--- src/rtl/uart_tx_pkg.sv ---
package uart_tx_pkg;

    localparam int DATA_BITS  = 8;
    localparam int FRAME_BITS = DATA_BITS + 2;   // start + data + stop
    localparam int RATE_CODES = 8;

    typedef logic [2:0] rate_code_t;

    typedef enum logic [0:0] {
        ST_IDLE = 1'b0,
        ST_SEND = 1'b1
    } tx_state_e;

    typedef struct packed {
        logic [DATA_BITS-1:0] data;
        rate_code_t           rate;
    } tx_req_t;

    function automatic int unsigned baud_for_code(rate_code_t code);
        case (code)
            3'd0:    return 2400;
            3'd1:    return 4800;
            3'd2:    return 9600;
            3'd3:    return 19200;
            3'd4:    return 38400;
            3'd5:    return 57600;
            default: return 115200;
        endcase
    endfunction

    // Clock cycles per bit, rounded to nearest.
    function automatic int unsigned bit_cycles(int unsigned clk_hz, rate_code_t code);
        int unsigned b;
        b = baud_for_code(code);
        return (clk_hz + b / 2) / b;
    endfunction

    function automatic int unsigned max_bit_cycles(int unsigned clk_hz);
        return bit_cycles(clk_hz, 3'd0);
    endfunction

endpackage

--- src/rtl/uart_tx_baud_gen.sv ---
module uart_tx_baud_gen #(
    parameter int DIV_W = 16
) (
    input  logic             clk,
    input  logic             rst,
    input  logic             load,
    input  logic [DIV_W-1:0] div_in,
    input  logic             run,
    output logic             tick
);
    logic [DIV_W-1:0] div_q;
    logic [DIV_W-1:0] cnt_q;

    always_ff @(posedge clk) begin
        if (rst) begin
            div_q <= '0;
            cnt_q <= '0;
        end else if (load) begin
            div_q <= div_in;
            cnt_q <= div_in - DIV_W'(1);
        end else if (run) begin
            if (cnt_q == '0) cnt_q <= div_q - DIV_W'(1);
            else             cnt_q <= cnt_q - DIV_W'(1);
        end
    end

    assign tick = run && (cnt_q == '0);
endmodule

--- src/rtl/uart_tx_shifter.sv ---
module uart_tx_shifter #(
    parameter int DATA_W = 8
) (
    input  logic              clk,
    input  logic              rst,
    input  logic              load,
    input  logic [DATA_W-1:0] data,
    input  logic              shift,
    input  logic              finish,
    output logic              tx
);
    // Holds the data bits followed by the stop bit; shifts out LSB first.
    logic [DATA_W:0] sh_q;
    logic            tx_q;

    always_ff @(posedge clk) begin
        if (rst) begin
            sh_q <= '1;
            tx_q <= 1'b1;
        end else if (load) begin
            sh_q <= {1'b1, data};
            tx_q <= 1'b0;
        end else if (shift) begin
            tx_q <= sh_q[0];
            sh_q <= {1'b1, sh_q[DATA_W:1]};
        end else if (finish) begin
            tx_q <= 1'b1;
        end
    end

    assign tx = tx_q;
endmodule

--- src/rtl/uart_tx_ctrl.sv ---
module uart_tx_ctrl
    import uart_tx_pkg::*;
#(
    parameter int NBITS = FRAME_BITS
) (
    input  logic clk,
    input  logic rst,
    input  logic start,
    input  logic tick,
    output logic accept,
    output logic shift,
    output logic finish,
    output logic busy
);
    localparam int CNT_W = $clog2(NBITS);
    localparam logic [CNT_W-1:0] LAST = CNT_W'(NBITS - 1);

    tx_state_e        state_q;
    logic [CNT_W-1:0] bit_q;
    logic             start_d;
    logic             at_last;

    assign at_last = (bit_q == LAST);
    assign accept  = (state_q == ST_IDLE) && start && !start_d;
    assign shift   = (state_q == ST_SEND) && tick && !at_last;
    assign finish  = (state_q == ST_SEND) && tick && at_last;
    assign busy    = (state_q == ST_SEND);

    always_ff @(posedge clk) begin
        if (rst) begin
            state_q <= ST_IDLE;
            bit_q   <= '0;
            start_d <= 1'b0;
        end else begin
            start_d <= start;
            if (accept) begin
                state_q <= ST_SEND;
                bit_q   <= '0;
            end else if (finish) begin
                state_q <= ST_IDLE;
            end else if (shift) begin
                bit_q <= bit_q + CNT_W'(1);
            end
        end
    end
endmodule

--- src/rtl/uart_tx_rate_sel.sv ---
module uart_tx_rate_sel
    import uart_tx_pkg::*;
#(
    parameter int unsigned CLK_HZ = 100_000_000
) (
    input  logic       clk,
    input  logic       rst,
    input  logic [2:0] rate_sel,
    input  logic [7:0] data_in,
    input  logic       start,
    output logic       tx,
    output logic       busy
);
    localparam int DIV_W = $clog2(max_bit_cycles(CLK_HZ) + 1);

    tx_req_t          req;
    logic [DIV_W-1:0] div_tab [RATE_CODES];
    logic [DIV_W-1:0] div_sel;
    logic             accept, shift, finish, tick;

    assign req = '{data: data_in, rate: rate_sel};

    for (genvar g = 0; g < RATE_CODES; g++) begin : g_rate
        assign div_tab[g] = DIV_W'(bit_cycles(CLK_HZ, 3'(g)));
    end

    assign div_sel = div_tab[req.rate];

    uart_tx_ctrl #(.NBITS(FRAME_BITS)) u_ctrl (
        .clk    (clk),
        .rst    (rst),
        .start  (start),
        .tick   (tick),
        .accept (accept),
        .shift  (shift),
        .finish (finish),
        .busy   (busy)
    );

    uart_tx_baud_gen #(.DIV_W(DIV_W)) u_baud (
        .clk    (clk),
        .rst    (rst),
        .load   (accept),
        .div_in (div_sel),
        .run    (busy),
        .tick   (tick)
    );

    uart_tx_shifter #(.DATA_W(DATA_BITS)) u_shift (
        .clk    (clk),
        .rst    (rst),
        .load   (accept),
        .data   (req.data),
        .shift  (shift),
        .finish (finish),
        .tx     (tx)
    );
endmodule

--- config.mk ---
export PLATFORM = sky130hd
export DESIGN_NAME = uart_tx_rate_sel
export DESIGN_NICKNAME = d
export VERILOG_FILES = /design/src/rtl/uart_tx_pkg.sv /design/src/rtl/uart_tx_baud_gen.sv /design/src/rtl/uart_tx_shifter.sv /design/src/rtl/uart_tx_ctrl.sv /design/src/rtl/uart_tx_rate_sel.sv
export SDC_FILE = /design/constraint.sdc
export NUM_CORES = 1
export LEC_CHECK = 0
export BUFFER_PORTS_ARGS = -buffer_cell sky130_fd_sc_hd__buf_2
export CORE_ASPECT_RATIO = 0.8
export CORE_MARGIN = 2
export CORE_UTILIZATION = 35
export CTS_CLUSTER_DIAMETER = 30
export DETAILED_ROUTE_END_ITERATION = 6
export PLACE_DENSITY_LB_ADDON = 0.3
export SYNTH_ARGS = -nofsm -noshare
export SYNTH_HDL_FRONTEND = slang
export SYNTH_HIERARCHICAL = 1
export SYNTH_SLANG_ARGS = --single-unit
--- constraint.sdc ---
create_clock -name clk -period 11.03 [get_ports clk]
set_input_delay 1.6545 -clock clk [delete_from_list [all_inputs] [get_ports clk]]
set_output_delay 1.6545 -clock clk [all_outputs]
set_load 0.01 [all_outputs]
==> Word level (Yosys, flattened, before mapping) <==
Memory sizes are Yosys's and may differ from the RTL's.
Index checks and enable logic that the tools add are counted.
{ "word_totals": {"ff_bits": 47, "wordCells": 44, "mem_bits_ro": 128, "output_inout_bits": 2, "mem_count": 1} }
{ "op_classes": {"eq_ne": 1, "bitwise_logic": 3, "n_mux": 12, "n_addsub": 4, "magnitude_cmp": 1, "reduce_logical": 15} }
{ "mem_list": {"columns": ["name", "words", "word_bits", "rd", "rd_clocked_by_memory_dff", "wr", "line_no", "source"], "rows": [
  ["(no name shown)", 8, 16, 1, 0, 0, "uart_tx_rate_sel.sv:27", "assign div_sel = div_tab[req.rate];"]
]} }
{ "ops": {"columns": ["operator", "count"], "rows": [
  ["two-way mux 16 bit", 5],
  ["subtractor 16 x 1 -> 16 bit, second input constant", 3],
  ["logical NOT 16 bit", 1],
  ["two-way mux 8 bit", 2],
  ["logical AND 1 bit", 6],
  ["nonzero test 2 bit", 3],
  ["two-way mux 1 bit", 5],
  ["adder 4 x 1 -> 4 bit, second input constant", 1],
  ["equality test 4 bit, second input constant", 1],
  ["greater-or-equal comparator 4 bit, second input constant", 1],
  ["NOT 3 -> 4 bit", 1],
  ["nonzero test 3 bit", 1],
  ["logical NOT 1 bit", 2],
  ["NOT 1 bit", 2],
  ["AND reduction 2 bit", 1],
  ["OR reduction 2 bit", 1]
]} }

==> Longest topological paths before layout <==
Gate-level depths: netlist (run 1).
{ "depth": {"ltp_word": 7, "ltp_mapped": 14, "ltp_nobuf": 12} }

==> Cells and area by module <==
The synthesis (run 1) kept the hierarchy.
{ "by_module_without_submodules": {"columns": ["mod", "area_per_inst_um2", "cells_per_inst", "seq_area_each_um2", "instances"], "rows": [
  ["uart_tx_baud_gen", 1769.2, 223, 640.6, 1],
  ["uart_tx_shifter", 416.6, 41, 180.2, 1],
  ["uart_tx_ctrl", 296.5, 33, 120.1, 1],
  ["uart_tx_rate_sel", 211.5, 28, 0.0, 1]
]} }

==> Worst setup path before layout (run 1) <==
Ideal clock, no wire load.
{ "synth_timing": {"path_kind": "input to register", "start": "in start", "end": "reg u_baud.cnt_q[12]", "cell_stages": 13, "slack_ns": 6.328, "arrival_time_ns": 4.616, "n_path_buf": 5, "required_ns": 10.944, "cell_sequence": "nor3b_2 buf_2 buf_1 clkbuf_1 clkbuf_1 buf_1 nor2_1 a21oi_1 ha_1 o311ai_1 nor4_1 xnor2_1 a211oi_1"} }
{ "synth_via": {"elab_chain_cells": 3} }
{ "synth_lines": {"columns": ["item", "line_no", "source"], "rows": [
  ["start: declaration", "uart_tx_rate_sel.sv:10", "input logic start,"],
  ["logical AND 1 bit (*) (2 in a row)", "uart_tx_ctrl.sv:24", "assign accept = (state_q == ST_IDLE) && start && !start_d;"],
  ["two-way mux 16 bit / nonzero test 2 bit (equally long branches)", null, null],
  ["end signal: assignment", "uart_tx_baud_gen.sv:20", "cnt_q <= div_in - DIV_W'(1);"],
  ["end signal: assignment", "uart_tx_baud_gen.sv:22", "if (cnt_q == '0) cnt_q <= div_q - DIV_W'(1);"],
  ["end signal: assignment", "uart_tx_baud_gen.sv:23", "else cnt_q <= cnt_q - DIV_W'(1);"],
  ["end: declaration", "uart_tx_baud_gen.sv:12", "logic [DIV_W-1:0] cnt_q;"]
]} }
Every way passes the cells marked *; elsewhere a longest branch is shown, timed or not.
A chain may end at the register's enable or synchronous reset.

==> Worst setup path after layout (run 1) <==
{ "layout_timing": {"start": "in start", "end": "reg u_baud.cnt_q[14]"} }
{ "layout_via": {"elab_chain_cells": 3} }
{ "layout_lines": {"columns": ["item", "line_no", "source"], "rows": [
  ["logical AND 1 bit (*) (2 in a row)", "uart_tx_ctrl.sv:24", null],
  ["via accept", "uart_tx_rate_sel.sv:19", "logic accept, shift, finish, tick;"],
  ["two-way mux 16 bit / nonzero test 2 bit (equally long branches)", null, null]
]} }
Mark *: on every way through the listed nets, which the timed path passes. The rest lies on a longest branch.

==> flow_summary.toml, run 1 <==
[run_status]
status = "finished, final reports clean"

[clocking]
path_clk_slew_ps = 90
post_cts_resized = 0
cts_setup_buffers = 0
clockBufferDepth = 2
htree_levels = 2
cts-root-buf = "clkbuf_8"
clkLatencyLatePin_ps = 300
holdBufCountCts = 0
cts_made_buffers = 5
clock_sinks = 47
cts_tree = "built"

[synthesis]
ys.flop_type = "dfxtp_1"
synth_edf_count = 0
synthArstFlopShare = 0
ys_seq_area_frac = 0.349
syn_avg_cell_area_um2 = 8.29
ys_seq_elements = 47
ys_types = 61
syn_inst = 325
netlist_area_mm2 = 0.00269
synthesis.nets = 349
ys_warn_count = 6

[routing]
routedWlPerCell_um = 14.4
drtPass1Iterations = 4
routed-via-count = 2297
drtIter0Drc = 106
wirelength_um = 6280
drcViolationCount = 0
via_per_inst = 5.27
antenna_left = 0

[timing]
relSlewSlack = 0.274
tightest_slew_ps = 1080
min_period_over_period = 0.385
max_freq_ghz = 0.235
finClkSkew_ps = 5.31
fin_ws_ps = 6780
min_period_ps = 4250
drv_slew = 0
hold_viol = 0
setup_viol = 0
rsz0062_at_grt = "no"
tns_ps = 0

[critical_path]
worstPathMaxFanout = 60
rrSetupSlack_ps = 7650
cp-end-kind = "register"
crit_chain = "buf_2 -> nor3b_4 -> buf_4 -> inv_1 -> o31ai_1 -> o41ai_1 -> o21bai_1 -> nor4_1 -> nand3_1 -> a311oi_1"
worstPathArrival_ps = 4460
critPathMaxStageDelay_ps = 510
r2r-start = "u_baud/cnt_q[3]$_SDFFE_PP0P_"
path_buf_inv = 3
crit_family = "compound AO/OA/AOI/OAI gates"
startpoint_type = "input pin"
critPathKind = "in2reg"
cp.required_ps = 11240
regToRegEndpoint = "u_baud/cnt_q[14]$_SDFFE_PP0P_"
critPathSlowestCell = "buf_4"
worstRegToRegCells = 11

[floorplan]
die_y_um = 82.5
io_pins = 16
die_width_um = 102
num_rows = 28
coreArea_mm2 = 0.00743
dieArea_mm2 = 0.00842
start_util = 0.363

[job]
maxCapViolCount = 0

[grt]
grt_overflow_total = 0
antenna_found_initial = 0
grt_pass1_wl_um = 10900
grt_max_degree = 61
track_usage = 0.164
grt_pass1_vias = 2176

[final_layout]
diodes = 0
fill_cells = 781
nets = 354
final_area_mm2 = 0.00294
layout-drive-gt1-share = 0.127
area_growth_pct = 8.96

[hold_path]
min_from = "u_baud/div_q[15]$_SDFFE_PP0P_"
hold_class = "reg2reg"
hold_end = "u_baud/div_q[15]$_SDFFE_PP0P_"
worstHoldPathCells = 2

[pwr]
power_per_cell_area_mw_per_mm2 = 150
vdd.ir_drop.worst_mv = 0.0606
total_power_w = 0.000439
p_leak_nw = 1.07

[placed_design]
place_congestion = 0.810
hpwlAfterDp_um = 4380
io_buffers = 15
place_area_mm2 = 0.00282
place_ws_ps = 6520
-- metal layers --
layer	track usage	wire length, um
met1	0.252	3390
met2	0.230	2520
met3	0.0362	312
met4	0.0387	53
met5	0	0
-- worst reg2reg max path, cell delays in order (launching register included) --
cell,delay (ps)
dfxtp_1,360
nor4_1,420
nand4_1,400
nor2_1,580
a21oi_1,160
nor2_1,110
a21oi_1,60
ha_1,270
o311ai_1,250
nor2_1,210
a21o_1,220
a311oi_1,260
-- report_power, final --
group / leakage (nW) / internal, W / total, W / switching (W)
sequential: 0.386 / 0.000183 / 0.000197 / 0.0000135
combinational: 0.620 / 0.0000431 / 0.000110 / 0.0000669
clock: 0.0612 / 0.0000734 / 0.000132 / 0.0000591
-- per-stage QoR --
step,hold slack (ps),instances,util
6_report,476,436,0.395
5_1_grt,500,436,0.395
4_1_cts,477,436,0.395
3_5_place_dp,464,428,0.379
3_3_place_gp,468,428,0.379
2_1_floorplan,445,325,-
-- how the worst max path moves through the flow --
| stage | start | end | slack [ps] | cells past startpoint |
|---|---|---|---|---|
| 2_1_floorplan | start | u_baud/cnt_q[12]$_SDFFE_PP0P_ | 6330 | 13 |
| 3_3_place_gp | start | u_baud/cnt_q[15]$_SDFFE_PP0P_ | 6650 | 10 |
| 3_5_place_dp | start | u_baud/cnt_q[14]$_SDFFE_PP0P_ | 6520 | 10 |
| 4_1_cts | start | u_baud/cnt_q[14]$_SDFFE_PP0P_ | 6820 | 10 |
| 5_1_grt | start | u_baud/cnt_q[14]$_SDFFE_PP0P_ | 6430 | 10 |
| 6_report | start | u_baud/cnt_q[14]$_SDFFE_PP0P_ | 6780 | 10 |
-- registers in the layout, summed over array words and instances, names as in the netlist --
register / count
u_baud/cnt_q: 16
u_baud/div_q: 16
u_ctrl/bit_q: 4
u_ctrl/busy: 1
u_ctrl/start_d: 1
u_shift/sh_q: 8
u_shift/tx: 1
-- layout make-up --
type | instances | area, um^2 | area share
Tap cell | 105 | 131 | 0.0448
Inverter | 8 | 30.0 | 0.0102
Timing Repair Buffer | 16 | 82.6 | 0.0281
Multi-Input combinational cell | 252 | 1630 | 0.556
Clock buffer | 6 | 82.6 | 0.0281
Sequential cell | 47 | 941 | 0.321
Clock inverter | 2 | 35.0 | 0.0119
-- cells by family (layout without fill, tap and decap cells) --
group	after synthesis	after routing	synth area share
AND/OR/NAND/NOR	127	127	0.240
AO/OA/AOI/OAI	88	88	0.222
flip-flops	47	47	0.349
buffers and inverters	26	32	0.0469
multiplexers	17	17	0.0636
adder cells (fa/ha/maj)	10	10	0.0464
XOR/XNOR	10	10	0.0325
-- synth_stat cells (all sizes together) (3+ instances only) --
cell type | count | area [um^2]
a211o | 3 | 27.5
a211oi | 13 | 97.6
a21o | 4 | 30.0
a21oi | 27 | 135
a311oi | 5 | 43.8
a31oi | 3 | 18.8
buf | 8 | 58.8
clkbuf | 10 | 37.5
dfxtp | 47 | 941
ha | 10 | 125
inv | 8 | 30.0
mux2i | 16 | 160
nand2 | 27 | 104
nand2b | 6 | 37.5
nand3 | 4 | 20.0
nor2 | 46 | 178
nor2b | 5 | 31.3
nor3 | 7 | 45.0
nor3b | 8 | 65.1
nor4 | 6 | 37.5
o21ai | 12 | 60.1
o31ai | 4 | 35.0
or2 | 5 | 33.8
or3 | 4 | 25.0
xnor2 | 6 | 52.6
xor2 | 4 | 35.0
-- layout by cell type, fill, tap and decap left out, types with 2 or more instances in the layout --
cell type,instances
nor2b_1,5
mux2i_1,16
a21oi_1,27
clkbuf_8,6
o21ai_1,2
a311oi_1,5
ha_1,10
o21a_1,2
o21ai_0,10
a211oi_1,13
o41ai_1,2
o221ai_1,2
or2_2,3
nor3_2,2
a22oi_1,2
nand3_1,4
nand4_1,2
xnor2_1,6
xor2_1,4
dfxtp_1,47
nand2b_1,6
buf_2,15
nand2_1,26
nor2_1,44
nor3b_1,7
inv_1,7
or3_1,4
nor3_1,5
a31oi_1,3
nor2_2,2
a21o_1,4
o31ai_1,3
nor4_1,6
a211o_1,2
(Power assumes the default switching activity.)
==> run 2, diff against run 1 <==
ABC_AREA = 1   (was default)
clock period = 3.9 ns   (was 11.03 ns; I/O delays follow)
==> flow_summary.toml, run 2 <==
[clocking]
htree_levels = 2
holdBufCountCts = 0
path_clk_slew_ps = 100
cts-root-buf = "clkbuf_8"
clock_sinks = 47
clockBufferDepth = 2
cts_made_buffers = 5
post_cts_resized = 0
cts_setup_buffers = 0
clkLatencyLatePin_ps = 300
cts_tree = "built"

[floorplan]
num_rows = 30
dieArea_mm2 = 0.00955
io_pins = 16
start_util = 0.361
coreArea_mm2 = 0.00852
die_width_um = 109
die_y_um = 87.8

[timing]
finClkSkew_ps = 8.15
tns_ps = 0
hold_viol = 0
setup_viol = 0
rsz0062_at_grt = "no"
relSlewSlack = 0.535
max_freq_ghz = 0.330
min_period_over_period = 0.778
min_period_ps = 3030
tightest_slew_ps = 697
drv_slew = 0

[critical_path]
worstRegToRegCells = 18
worstPathMaxFanout = 15
worstPathArrival_ps = 3250
startpoint_type = "register"
cp-end-kind = "register"
critPathKind = "reg2reg"
cp.required_ps = 4110

[grt]
grt_overflow_total = 0
track_usage = 0.153
grt_pass1_wl_um = 11600
antenna_found_initial = 0
grt_pass1_vias = 2418
grt_max_degree = 38

[synthesis]
netlist_area_mm2 = 0.00307
synthesis.nets = 499
synth_compound_area_frac = 0.0985
synth_edf_count = 0
synthArstFlopShare = 0
ys_seq_elements = 47
synth_top_family_by_area = "simple AND/OR/NAND/NOR gates"
syn_avg_cell_area_um2 = 6.47
ys_seq_area_frac = 0.306
synth_area_leaders = "dfxtp_1 31%, nand2_1 17%, nand3_1 8.3%"
ys_types = 32
syn_inst = 475
yosysTopAreaCellShare = 0.306
ys.flop_type = "dfxtp_1"
ys_warn_count = 6
post_synth_fa_ha_maj_area_fraction = 0.0407
yosysMostFrequentCell = "nand2_1"
yosys.area.top_type = "dfxtp_1"
yosys.area_share.simple = 0.423
synthTopCellsByCount = "139 x nand2_1, 68 x inv_1, 51 x nand3_1"
synth_mux_area_frac = 0
synth-xor-area-share = 0.00285

[final_layout]
nets = 507
layout_commonest_cell = "nand2_1"
final_area_mm2 = 0.00332
fill_cells = 915
diodes = 0
layout-drive-gt1-share = 0.138
reg_top3 = "u_baud/cnt_q (16), u_baud/div_q (16), u_shift/sh_q (8)"
area_growth_pct = 8.18
most-common-layout-cells = "139 x nand2_1, 68 x inv_1, 51 x nand3_1"

[pwr]
vdd.ir_drop.worst_mv = 0.258
p_leak_nw = 1.67
p_comb_frac = 0.344
switching_share = 0.375
total_power_w = 0.00142
p_sw_w = 0.000532
power_per_cell_area_mw_per_mm2 = 426
internal_power_w = 0.000885
clkPwrFrac = 0.269
power_frac_seq = 0.386

[placed_design]
place_congestion = 0.857
hpwlAfterDp_um = 5140
place_area_mm2 = 0.00321
io_buffers = 15

[routing]
drtIter0Drc = 192
wirelength_um = 7020
routedWlPerCell_um = 11.8
routed-via-count = 2803
via_per_inst = 4.70
drcViolationCount = 0
drtPass1Iterations = 4
antenna_left = 0

[job]
maxCapViolCount = 0

[hold_path]
worstHoldPathCells = 2
hold_class = "reg2reg"

[run_status]
status = "finished, final reports clean"
## run 2: changes by cell type in the layout (fill, tap and decap cells not counted), sizes merged, moves of 6 or more
cell    delta
nor4       -6
mux2i     -16
nor3b      -8
a21oi     +13
nand3     +53
inv       +66
xnor2      -6
nand2b     -6
a211oi    -13
nand2    +127
## run 2: final timing paths
kind | slack (ps) | end | start
setup / recovery | 870 | u_baud/cnt_q[10]$_SDFFE_PP0P_ | u_baud/cnt_q[0]$_SDFFE_PP0P_
hold / removal | 460 | u_baud/div_q[0]$_SDFFE_PP0P_ | u_baud/div_q[0]$_SDFFE_PP0P_
setup reg to reg | 870 | u_baud/cnt_q[10]$_SDFFE_PP0P_ | u_baud/cnt_q[0]$_SDFFE_PP0P_
hold reg to reg | 460 | u_baud/div_q[0]$_SDFFE_PP0P_ | u_baud/div_q[0]$_SDFFE_PP0P_
## run 2: cell families after synthesis
group                    count (synthesis)
flip-flops                              47
AO/OA/AOI/OAI                           58
buffers and inverters                   92
AND/OR/NAND/NOR                        267
XOR/XNOR                                 1
adder cells (fa/ha/maj)                 10
## run 2: routing by layer
layer  global-route usage  wire length [um]
met5                    0                 0
met4               0.0291                16
met1                0.239              3890
met2                0.219              2860
met3               0.0268               252
## run 2: through the flow
| step | hold slack [ps] | util | setup WS, ps | cells |
|---|---|---|---|---|
| 6_report | 463 | 0.390 | 867 | 596 |
| 5_1_grt | 477 | 0.390 | 647 | 596 |
| 4_1_cts | 464 | 0.390 | 918 | 596 |
| 3_5_place_dp | 449 | 0.376 | 851 | 588 |
| 3_3_place_gp | 449 | 0.376 | 910 | 588 |
| 2_1_floorplan | 435 | - | 1540 | 475 |
## run 2: power by group through the flow
stage / clock network (W) / logic, W / registers (W)
after CTS: 0.000390 / 0.000484 / 0.000547
after global placement: 0 / 0.000481 / 0.000558
after floorplan: 0 / 0.000396 / 0.000552
after global routing: 0.000410 / 0.000546 / 0.000553
final: 0.000382 / 0.000488 / 0.000547
after detailed placement: 0 / 0.000482 / 0.000558
## run 2: cell type report
type                            instances  area [um^2]  area share
Tap cell                              112          140      0.0422
Multi-Input combinational cell        336         1740       0.523
Clock buffer                            6         82.6      0.0248
Timing Repair Buffer                   19          105      0.0316
Sequential cell                        47          941       0.283
Inverter                               74          283      0.0851
Clock inverter                          2         35.0      0.0105
## run 2: worst max-delay path, cell delays in order (launching register included)
cell     delay, ps
dfxtp_1        340
nor2_1         110
nand2_1         90
nor2_4         400
nand2_2        330
or2_0          290
nand2_1         70
nand2_1         70
inv_2           80
ha_1           160
inv_1           40
nor2_1         330
nand2_2        150
nor2_8         160
nand2_1         60
nand2_1         60
nand3_1         60
nand2_1         90
inv_1           30
